`config.mk`:
```
export PLATFORM = sky130hd
export DESIGN_NAME = cal_alarm_match
export DESIGN_NICKNAME = d
export VERILOG_FILES = /design/src/rtl/cal_alarm_pkg.sv /design/src/rtl/alarm_field_regs.sv /design/src/rtl/alarm_field_match.sv /design/src/rtl/alarm_seq_fsm.sv /design/src/rtl/cal_alarm_match.sv
export SDC_FILE = /design/constraint.sdc
export NUM_CORES = 1
export LEC_CHECK = 0
export BUFFER_PORTS_ARGS = -buffer_cell sky130_fd_sc_hd__buf_2
export CORE_UTILIZATION = 30
export CTS_CLUSTER_SIZE = 12
export DETAILED_ROUTE_END_ITERATION = 12
export GPL_TIMING_DRIVEN = 1
export RECOVER_POWER = 100
export SYNTH_ARGS = -nofsm -noshare
export SYNTH_HDL_FRONTEND = slang
export SYNTH_SLANG_ARGS = --single-unit
```
`constraint.sdc`:
```
create_clock -name clk -period 1.6 [get_ports clk]
set_input_delay 0.16 -clock clk [delete_from_list [all_inputs] [get_ports clk]]
set_output_delay 0.16 -clock clk [all_outputs]
set_load 0.005 [all_outputs]
```
`src/rtl/cal_alarm_pkg.sv`:
```
package cal_alarm_pkg;

    localparam int NUM_FIELDS = 7;
    localparam int SEL_W      = 3;

    typedef enum logic [SEL_W-1:0] {
        FLD_SEC   = 3'd0,
        FLD_MIN   = 3'd1,
        FLD_HOUR  = 3'd2,
        FLD_DOW   = 3'd3,
        FLD_DATE  = 3'd4,
        FLD_MONTH = 3'd5,
        FLD_YEAR  = 3'd6
    } field_e;

    typedef enum logic [1:0] {
        ST_IDLE   = 2'd0,
        ST_SETTLE = 2'd1,
        ST_EVAL   = 2'd2
    } alarm_state_e;

endpackage

```
`src/rtl/alarm_field_regs.sv`:
```
module alarm_field_regs
    import cal_alarm_pkg::*;
#(
    parameter int FW    = 8,
    parameter int DOW_W = 3
) (
    input  logic                 clk,
    input  logic                 rst_n,
    input  logic                 wr_en,
    input  logic [SEL_W-1:0]     wr_sel,
    input  logic [FW-1:0]        wr_data,
    output logic [FW-1:0]        field_q [NUM_FIELDS]
);

    localparam logic [FW-1:0] DOW_MASK = FW'((1 << DOW_W) - 1);

    for (genvar i = 0; i < NUM_FIELDS; i++) begin : g_field
        localparam logic [FW-1:0] RST_VAL =
            (i == int'(FLD_MONTH)) ? '0 :
            (i == int'(FLD_DOW))   ? DOW_MASK : '1;
        localparam logic [FW-1:0] KEEP =
            (i == int'(FLD_DOW)) ? DOW_MASK : '1;

        always_ff @(posedge clk or negedge rst_n) begin
            if (!rst_n) begin
                field_q[i] <= RST_VAL;
            end else if (wr_en && (wr_sel == SEL_W'(i))) begin
                field_q[i] <= wr_data & KEEP;
            end
        end
    end

endmodule

```
`src/rtl/alarm_field_match.sv`:
```
module alarm_field_match #(
    parameter int FW    = 8,
    parameter int ACT_W = 8
) (
    input  logic [FW-1:0] alarm_val,
    input  logic [FW-1:0] cur_val,
    output logic          hit
);

    localparam logic [FW-1:0] MASK = FW'((1 << ACT_W) - 1);

    logic is_wild;
    logic is_equal;

    always_comb begin
        is_wild  = &(alarm_val | ~MASK);
        is_equal = ((alarm_val ^ cur_val) & MASK) == '0;
        hit      = is_wild | is_equal;
    end

endmodule

```
`src/rtl/alarm_seq_fsm.sv`:
```
module alarm_seq_fsm
    import cal_alarm_pkg::*;
(
    input  logic clk,
    input  logic rst_n,
    input  logic tick,
    input  logic all_hit,
    input  logic pwr_off,
    input  logic clr_alarm,
    output logic alarm_flag,
    output logic wake_req
);

    alarm_state_e state_q;
    alarm_state_e state_d;

    always_comb begin
        state_d = state_q;
        unique case (state_q)
            ST_IDLE:   if (tick) state_d = ST_SETTLE;
            ST_SETTLE: state_d = ST_EVAL;
            ST_EVAL:   state_d = ST_IDLE;
            default:   state_d = ST_IDLE;
        endcase
    end

    always_ff @(posedge clk or negedge rst_n) begin
        if (!rst_n) begin
            state_q <= ST_IDLE;
        end else begin
            state_q <= state_d;
        end
    end

    logic fire;
    assign fire = (state_q == ST_EVAL) && all_hit;

    always_ff @(posedge clk or negedge rst_n) begin
        if (!rst_n) begin
            alarm_flag <= 1'b0;
            wake_req   <= 1'b0;
        end else begin
            wake_req <= fire && pwr_off;
            if (fire) begin
                alarm_flag <= 1'b1;
            end else if (clr_alarm) begin
                alarm_flag <= 1'b0;
            end
        end
    end

endmodule

```
`src/rtl/cal_alarm_match.sv`:
```
module cal_alarm_match
    import cal_alarm_pkg::*;
#(
    parameter int FW    = 8,
    parameter int DOW_W = 3
) (
    input  logic             clk,
    input  logic             rst_n,
    input  logic             tick,
    input  logic             pwr_off,
    input  logic [FW-1:0]    cur_sec,
    input  logic [FW-1:0]    cur_min,
    input  logic [FW-1:0]    cur_hour,
    input  logic [DOW_W-1:0] cur_dow,
    input  logic [FW-1:0]    cur_date,
    input  logic [FW-1:0]    cur_month,
    input  logic [FW-1:0]    cur_year,
    input  logic             wr_en,
    input  logic [SEL_W-1:0] wr_sel,
    input  logic [FW-1:0]    wr_data,
    input  logic             clr_alarm,
    output logic             alarm_flag,
    output logic             wake_req
);

    logic [FW-1:0]         field_q [NUM_FIELDS];
    logic [FW-1:0]         cur_vec [NUM_FIELDS];
    logic [NUM_FIELDS-1:0] hits;
    logic                  all_hit;

    always_comb begin
        cur_vec[FLD_SEC]   = cur_sec;
        cur_vec[FLD_MIN]   = cur_min;
        cur_vec[FLD_HOUR]  = cur_hour;
        cur_vec[FLD_DOW]   = FW'(cur_dow);
        cur_vec[FLD_DATE]  = cur_date;
        cur_vec[FLD_MONTH] = cur_month;
        cur_vec[FLD_YEAR]  = cur_year;
    end

    alarm_field_regs #(.FW(FW), .DOW_W(DOW_W)) u_regs (
        .clk     (clk),
        .rst_n   (rst_n),
        .wr_en   (wr_en),
        .wr_sel  (wr_sel),
        .wr_data (wr_data),
        .field_q (field_q)
    );

    for (genvar i = 0; i < NUM_FIELDS; i++) begin : g_cmp
        localparam int ACT = (i == int'(FLD_DOW)) ? DOW_W : FW;
        alarm_field_match #(.FW(FW), .ACT_W(ACT)) u_match (
            .alarm_val (field_q[i]),
            .cur_val   (cur_vec[i]),
            .hit       (hits[i])
        );
    end

    assign all_hit = &hits;

    alarm_seq_fsm u_fsm (
        .clk        (clk),
        .rst_n      (rst_n),
        .tick       (tick),
        .all_hit    (all_hit),
        .pwr_off    (pwr_off),
        .clr_alarm  (clr_alarm),
        .alarm_flag (alarm_flag),
        .wake_req   (wake_req)
    );

endmodule

```
* Yosys cells after proc, flatten, opt, wreduce, memory -nomap -nowiden
Index checks and enable logic that the tools add are counted.
** Storage, ports and cells
- Register bits :: 55
- Logic and storage cells :: 64
** Cells by class
- Equality and inequality tests :: 9
- Multiplexer cells :: 4
- Bitwise operators :: 14
- Reduce and logical (&&, ||, !) cells :: 27
** Operators by type and width (count)
- 8-bit logical NOT :: 7
- 8-bit AND reduction :: 6
- 8-bit XOR :: 6
- 3-bit == test (second input constant) :: 3
- 1-bit logical AND :: 9
- 1-bit OR :: 7
- 7-bit AND reduction :: 1
- 3-bit by 2-bit == test with 1-bit output (second input constant) :: 2
- 2-bit case mux with 2 select lines :: 1
- 3-bit by 1-bit == test with 1-bit output (second input constant) :: 1
- 3-bit logical NOT :: 1
- 3-bit AND reduction :: 1
- 3-bit XOR :: 1
- 2-bit by 1-bit == test with 1-bit output (second input constant) :: 1
- 2-bit == test (second input constant) :: 1
- 2-bit logical NOT :: 1
- 1-bit 2-to-1 mux :: 2
- 2-bit 2-to-1 mux :: 1
- 2-bit != test (second input constant) :: 1
- 2-bit nonzero test :: 1

* Longest topological paths before layout
- Word-level depth :: 6
- Gate-level depth with buffers :: 6
- Mapped depth without buffers :: 5

* Hierarchy
A second synthesis with hierarchy kept.
** Second synthesis, totals
- Cells, all modules :: 225
- Area, all modules :: 2912.8 sq um
** By module, submodules not included
- alarm_field_regs :: instances 1, cells each 119, area an instance 2065.7 sq um
- alarm_field_match (g_cmp[0].u_match ...) :: instances 6, cells each 13, area an instance 101.3 sq um
- alarm_seq_fsm :: instances 1, cells each 11, area an instance 137.6 sq um
- alarm_field_match (g_cmp[3].u_match) :: instances 1, cells each 13, area an instance 82.6 sq um
- cal_alarm_match :: instances 1, cells each 4, area an instance 18.8 sq um

* Worst setup path before layout
No wires, ideal clock.
- Path type :: flip-flop to flip-flop
- Start :: register u_regs.field_q[26] (netlist name)
- End :: register u_fsm.alarm_flag
- Library setup time :: 0.137 ns
- Arrival :: 1.316 ns
- Path slack :: 0.146 ns
- Stages on the path, launching flop included :: 7
- Path buffers :: 1
- Period minus slack after synthesis :: 1.454 ns
- Cell sequence :: dfstp_2 -> clkbuf_1 -> nor3_1 -> a21oi_1 -> o32ai_1 -> o2111ai_1 -> o22ai_1
** On the way
- Cells in the longest elaborated chain, start to end :: 6
- Elaborated cells between the ends (all ways) :: 8
- Those cells by class :: mux: 1; bitwise: 2; reduce/logical: 5
** RTL lines
- start: declaration :: RTL line alarm_field_regs.sv:12 : output logic [FW-1:0] field_q [NUM_FIELDS]
- start signal: indexed assignment :: RTL line alarm_field_regs.sv:28 : field_q[i] <= wr_data & KEEP;
- 3-bit XOR :: RTL line alarm_field_match.sv:17 : is_equal = ((alarm_val ^ cur_val) & MASK) == '0;
- 8-bit logical NOT :: RTL line alarm_field_match.sv:17
- 1-bit OR (*) :: RTL line alarm_field_match.sv:18 : hit = is_wild | is_equal;
- 7-bit AND reduction (*) :: RTL line cal_alarm_match.sv:59 : assign all_hit = &hits;
- 1-bit logical AND (*) :: RTL line alarm_seq_fsm.sv:36 : assign fire = (state_q == ST_EVAL) && all_hit;
- 1-bit 2-to-1 mux / 2-bit nonzero test (equally long branches)
- end signal: assignment :: RTL line alarm_seq_fsm.sv:40 : alarm_flag <= 1'b0;
- end signal: assignment :: RTL line alarm_seq_fsm.sv:45 : alarm_flag <= 1'b1;
- end signal: assignment :: RTL line alarm_seq_fsm.sv:47 : alarm_flag <= 1'b0;
- end: declaration :: RTL line alarm_seq_fsm.sv:10 : output logic alarm_flag,
Every way passes the cells marked *; elsewhere a longest branch is shown, timed or not.
A chain may end at the register's enable or synchronous reset.

* Worst setup path after layout
- Start :: register u_regs.field_q[25] (netlist name)
- End :: register u_fsm.wake_req
** On the way
- Cells in the longest elaborated chain, start to end :: 6
- Elaborated cells between the ends (all ways) :: 7
- Those cells by class :: bitwise: 2; reduce/logical: 5
** RTL lines
- 3-bit XOR :: RTL line alarm_field_match.sv:17
- 8-bit logical NOT :: RTL line alarm_field_match.sv:17
- 1-bit OR (*) :: RTL line alarm_field_match.sv:18
- 7-bit AND reduction (*) :: RTL line cal_alarm_match.sv:59
- 1-bit logical AND (*) :: RTL line alarm_seq_fsm.sv:36
- 1-bit logical AND (*) :: RTL line alarm_seq_fsm.sv:43 : wake_req <= fire && pwr_off;
- end signal: assignment :: RTL line alarm_seq_fsm.sv:43
- end: declaration :: RTL line alarm_seq_fsm.sv:11 : output logic wake_req
Marks and branches as above.

==> impl_metrics.py <==
metrics = {
    "clock_tree": {
        "cts.sinks": 55,
        "clk_latency_ps": 300,
        "post-cts-setup-buffers": 0,
        "cts_buffers": 5,
        "htreeDepth": 2,
        "root_buffer": "clkbuf_8",
        "path_clk_slew_ps": 100,
        "clockBufferDepth": 2,
        "cts_tree": "yes",
    },
    "yosys": {
        "yosys.area_share.xor_xnor_pct": 15.0,
        "synthMuxAreaShare_pct": 20.1,
        "ys_seq_area_share_pct": 50.0,
        "ys_ff_latch": 55,
        "ys_top_cells_by_area": "dfstp_2 39%, mux2_2 20%, xnor2_1 15%",
        "netlist_area_mm2": 0.00286,
        "ys_types": 24,
        "yosys_warnings": 0,
        "synth_top_family_by_area": "multiplexers",
        "yosys.area_share.simple_pct": 11.2,
        "synth_area_leader_cell": "dfstp_2",
        "syn_avg_cell_area_um2": 13.1,
        "syn_nets": 286,
        "synth_fa_ha_area_share_pct": 0,
        "yosysTopAreaCellShare_pct": 39.5,
        "syn-instance-count": 218,
        "synth-compound-area-share_pct": 2.93,
    },
    "layout": {
        "stdcell_area_mm2": 0.00350,
        "layout_commonest_cell": "buf_2",
        "nNetsFinal": 363,
        "multiInputGateArea_mm2": 0.00142,
        "drive_gt1_share_pct": 61.5,
        "diodes": 0,
        "area_growth_syn_to_layout_pct": 22.2,
        "layout_common_cells": "69 x buf_2, 51 x mux2_2, 48 x xnor2_1",
        "n_fill_cell": 925,
        "stdcell_count": 425,
        "final-seq-area_mm2": 0.00143,
    },
    "timing": {
        "clock_skew_ps": 10.6,
        "fin_setup_tns_ps": 0,
        "min_period_ps": 1540,
        "slew_headroom_pct": 51.9,
        "slew_violations": 0,
        "hold_violations": 0,
        "fmax_ghz": 0.649,
        "finalCritPeriodShare_pct": 96.3,
        "worst-slew-pin-transition_ps": 721,
        "finalSetupViolCount": 0,
        "holdWs_ps": 62.1,
    },
    "global_route": {
        "antenna_found_initial": 0,
        "gr-usage-all-layers_pct": 14.2,
        "first_global_vias": 2102,
        "globalRoute.totalOverflow": 0,
        "grt_max_degree": 56,
        "grt_pass1_wl_um": 10700,
    },
    "floorplan": {
        "start_util_pct": 31.0,
        "core.rowCount": 35,
        "fp.dieW_um": 99.7,
        "core_mm2": 0.00924,
        "io_pins": 70,
        "dieArea_mm2": 0.00994,
        "die_h_um": 99.7,
    },
    "power": {
        "power.density_mw_per_mm2": 1090,
        "ir_worst_vdd_uv": 456,
        "p_leak_nw": 1.33,
    },
    "setup_path": {
        "worst-path-max-fanout": 5,
        "worst_ep_arrival_time_ps": 1780,
        "crit_type": "flop to flop",
        "crit_path_start_kind": "flop",
        "crit_buf_inv": 0,
        "slowest_delay_ps": 520,
        "path_cells": "or4_1 -> o22ai_1 -> o2111ai_2 -> nor3_2",
        "cp-end-kind": "flop",
        "critical-path-top-delay-family": "simple AND/OR/NAND/NOR gates",
        "worstPathRequired_ps": 1840,
        "cpMaxStageDelayCell": "or4_1",
    },
    "detailed_routing": {
        "vias": 2019,
        "wl_um": 6750,
        "drc": 0,
        "via_per_inst": 4.75,
        "wire_per_inst_um": 15.9,
        "antenna_left": 0,
        "initialDrtViolationCount": 35,
        "drtPass1Iterations": 2,
    },
    "min_path": {
        "hold_path_class": "input port to flop",
    },
    "placement": {
        "dp.cells": 416,
        "portBuffers": 69,
        "hpwlAfterDp_um": 5080,
        "routabilityCongestion": 0.800,
        "place_area_mm2": 0.00339,
    },
    "run_status": {
        "outcome": "finished clean",
    },
    "flow_run": {
        "cap_viol_max_count": 0,
    },
}
## cells in the mapped netlist, drive strengths merged
library cell / n
inv: 3
or4: 1
nor2b: 2
nand4b: 3
nor3: 5
o32ai: 1
nand2: 3
nand2b: 1
nand4: 25
xnor2: 48
dfrtp: 12
mux2: 51
xor2: 1
a21oi: 2
dfstp: 43
clkbuf: 1
nand3b: 1
o22ai: 8
nor3b: 3
o2111ai: 1
buf: 2
a31oi: 1
## final cells by class
class                      instances  area share (%)
tap                              129            4.61
clock inverter                     2           0.465
multi-input combinational        157            40.6
sequential                        55            40.9
timing repair buffer              73            10.8
clock buffer                       6            2.36
inverter                           3           0.322
## cell families (layout without fill, tap and decap cells)
kind of cell              after synthesis  in the layout
muxes                                  51             51
and+or+nand+nor                        44             44
DFF                                    55             55
AOI/OAI and AO/OA                      13             13
buffers and inverters                   6             84
xor gates and xnor gates               49             49
## worst register-to-register path: stages (launching register included)
cell	delay [ps]
dfstp_2	400
or4_1	520
o22ai_1	200
o2111ai_2	180
nor3_2	180
## worst paths after layout
check / from / end / slack (ps) / cells after the start
max in group asynchronous: rst_n / u_fsm.alarm_flag / 580 / 3
max: u_regs.field_q[25] / u_fsm.wake_req / 60 / 4
min: clr_alarm / u_fsm.alarm_flag / 60 / 2
max reg2reg: u_regs.field_q[25] / u_fsm.wake_req / 60 / 4
min in group asynchronous: rst_n / u_regs.field_q[11] / 560 / 3
min reg2reg: u_fsm.state_q[1] / u_fsm.state_q[1] / 460 / 1
## state kept, by name, summed over array words and instances, names as in the netlist
name / flops
u_regs.field_q: 51
u_fsm.state_q: 2
u_fsm.alarm_flag: 1
u_fsm.wake_req: 1
## through the flow
stage | worst slack (ps) | power (W) | utilization [%]
floorplan | 146 | 0.00274 | -
global placement | 145 | 0.00302 | 36.7
detailed placement | 99.2 | 0.00306 | 36.7
CTS | 79.0 | 0.00389 | 37.9
global route | -56.3 | 0.00407 | 37.9
finish | 59.6 | 0.00383 | 37.9
## power breakdown
part           total, W  internal (W)  leakage (nW)  switching, W
combinational  0.000862      0.000541         0.679      0.000321
sequential      0.00217       0.00187         0.601      0.000300
clock          0.000799      0.000354        0.0474      0.000445
total           0.00383       0.00276          1.33       0.00107
## what timing repair did
| item | CTS | global route |
|---|---|---|
| resized for setup | 0 | 2 |
| hold buffers | 1 | 0 |
| endpoints found under the setup margin | 0 | 2 |
| hold endpoints to repair | 12 | 0 |
## metal layers
| layer | GRT usage (%) | vias to the layer above | wire, um |
|---|---|---|---|
| li1 | - | 956 | - |
| met1 | 19.6 | 1011 | 3180 |
| met2 | 23.2 | 48 | 3310 |
| met3 | 2.46 | 4 | 224 |
| met4 | 3.05 | 0 | 32 |
| met5 | 0 | - | 0 |
Power figures use the tool's default switching activity.
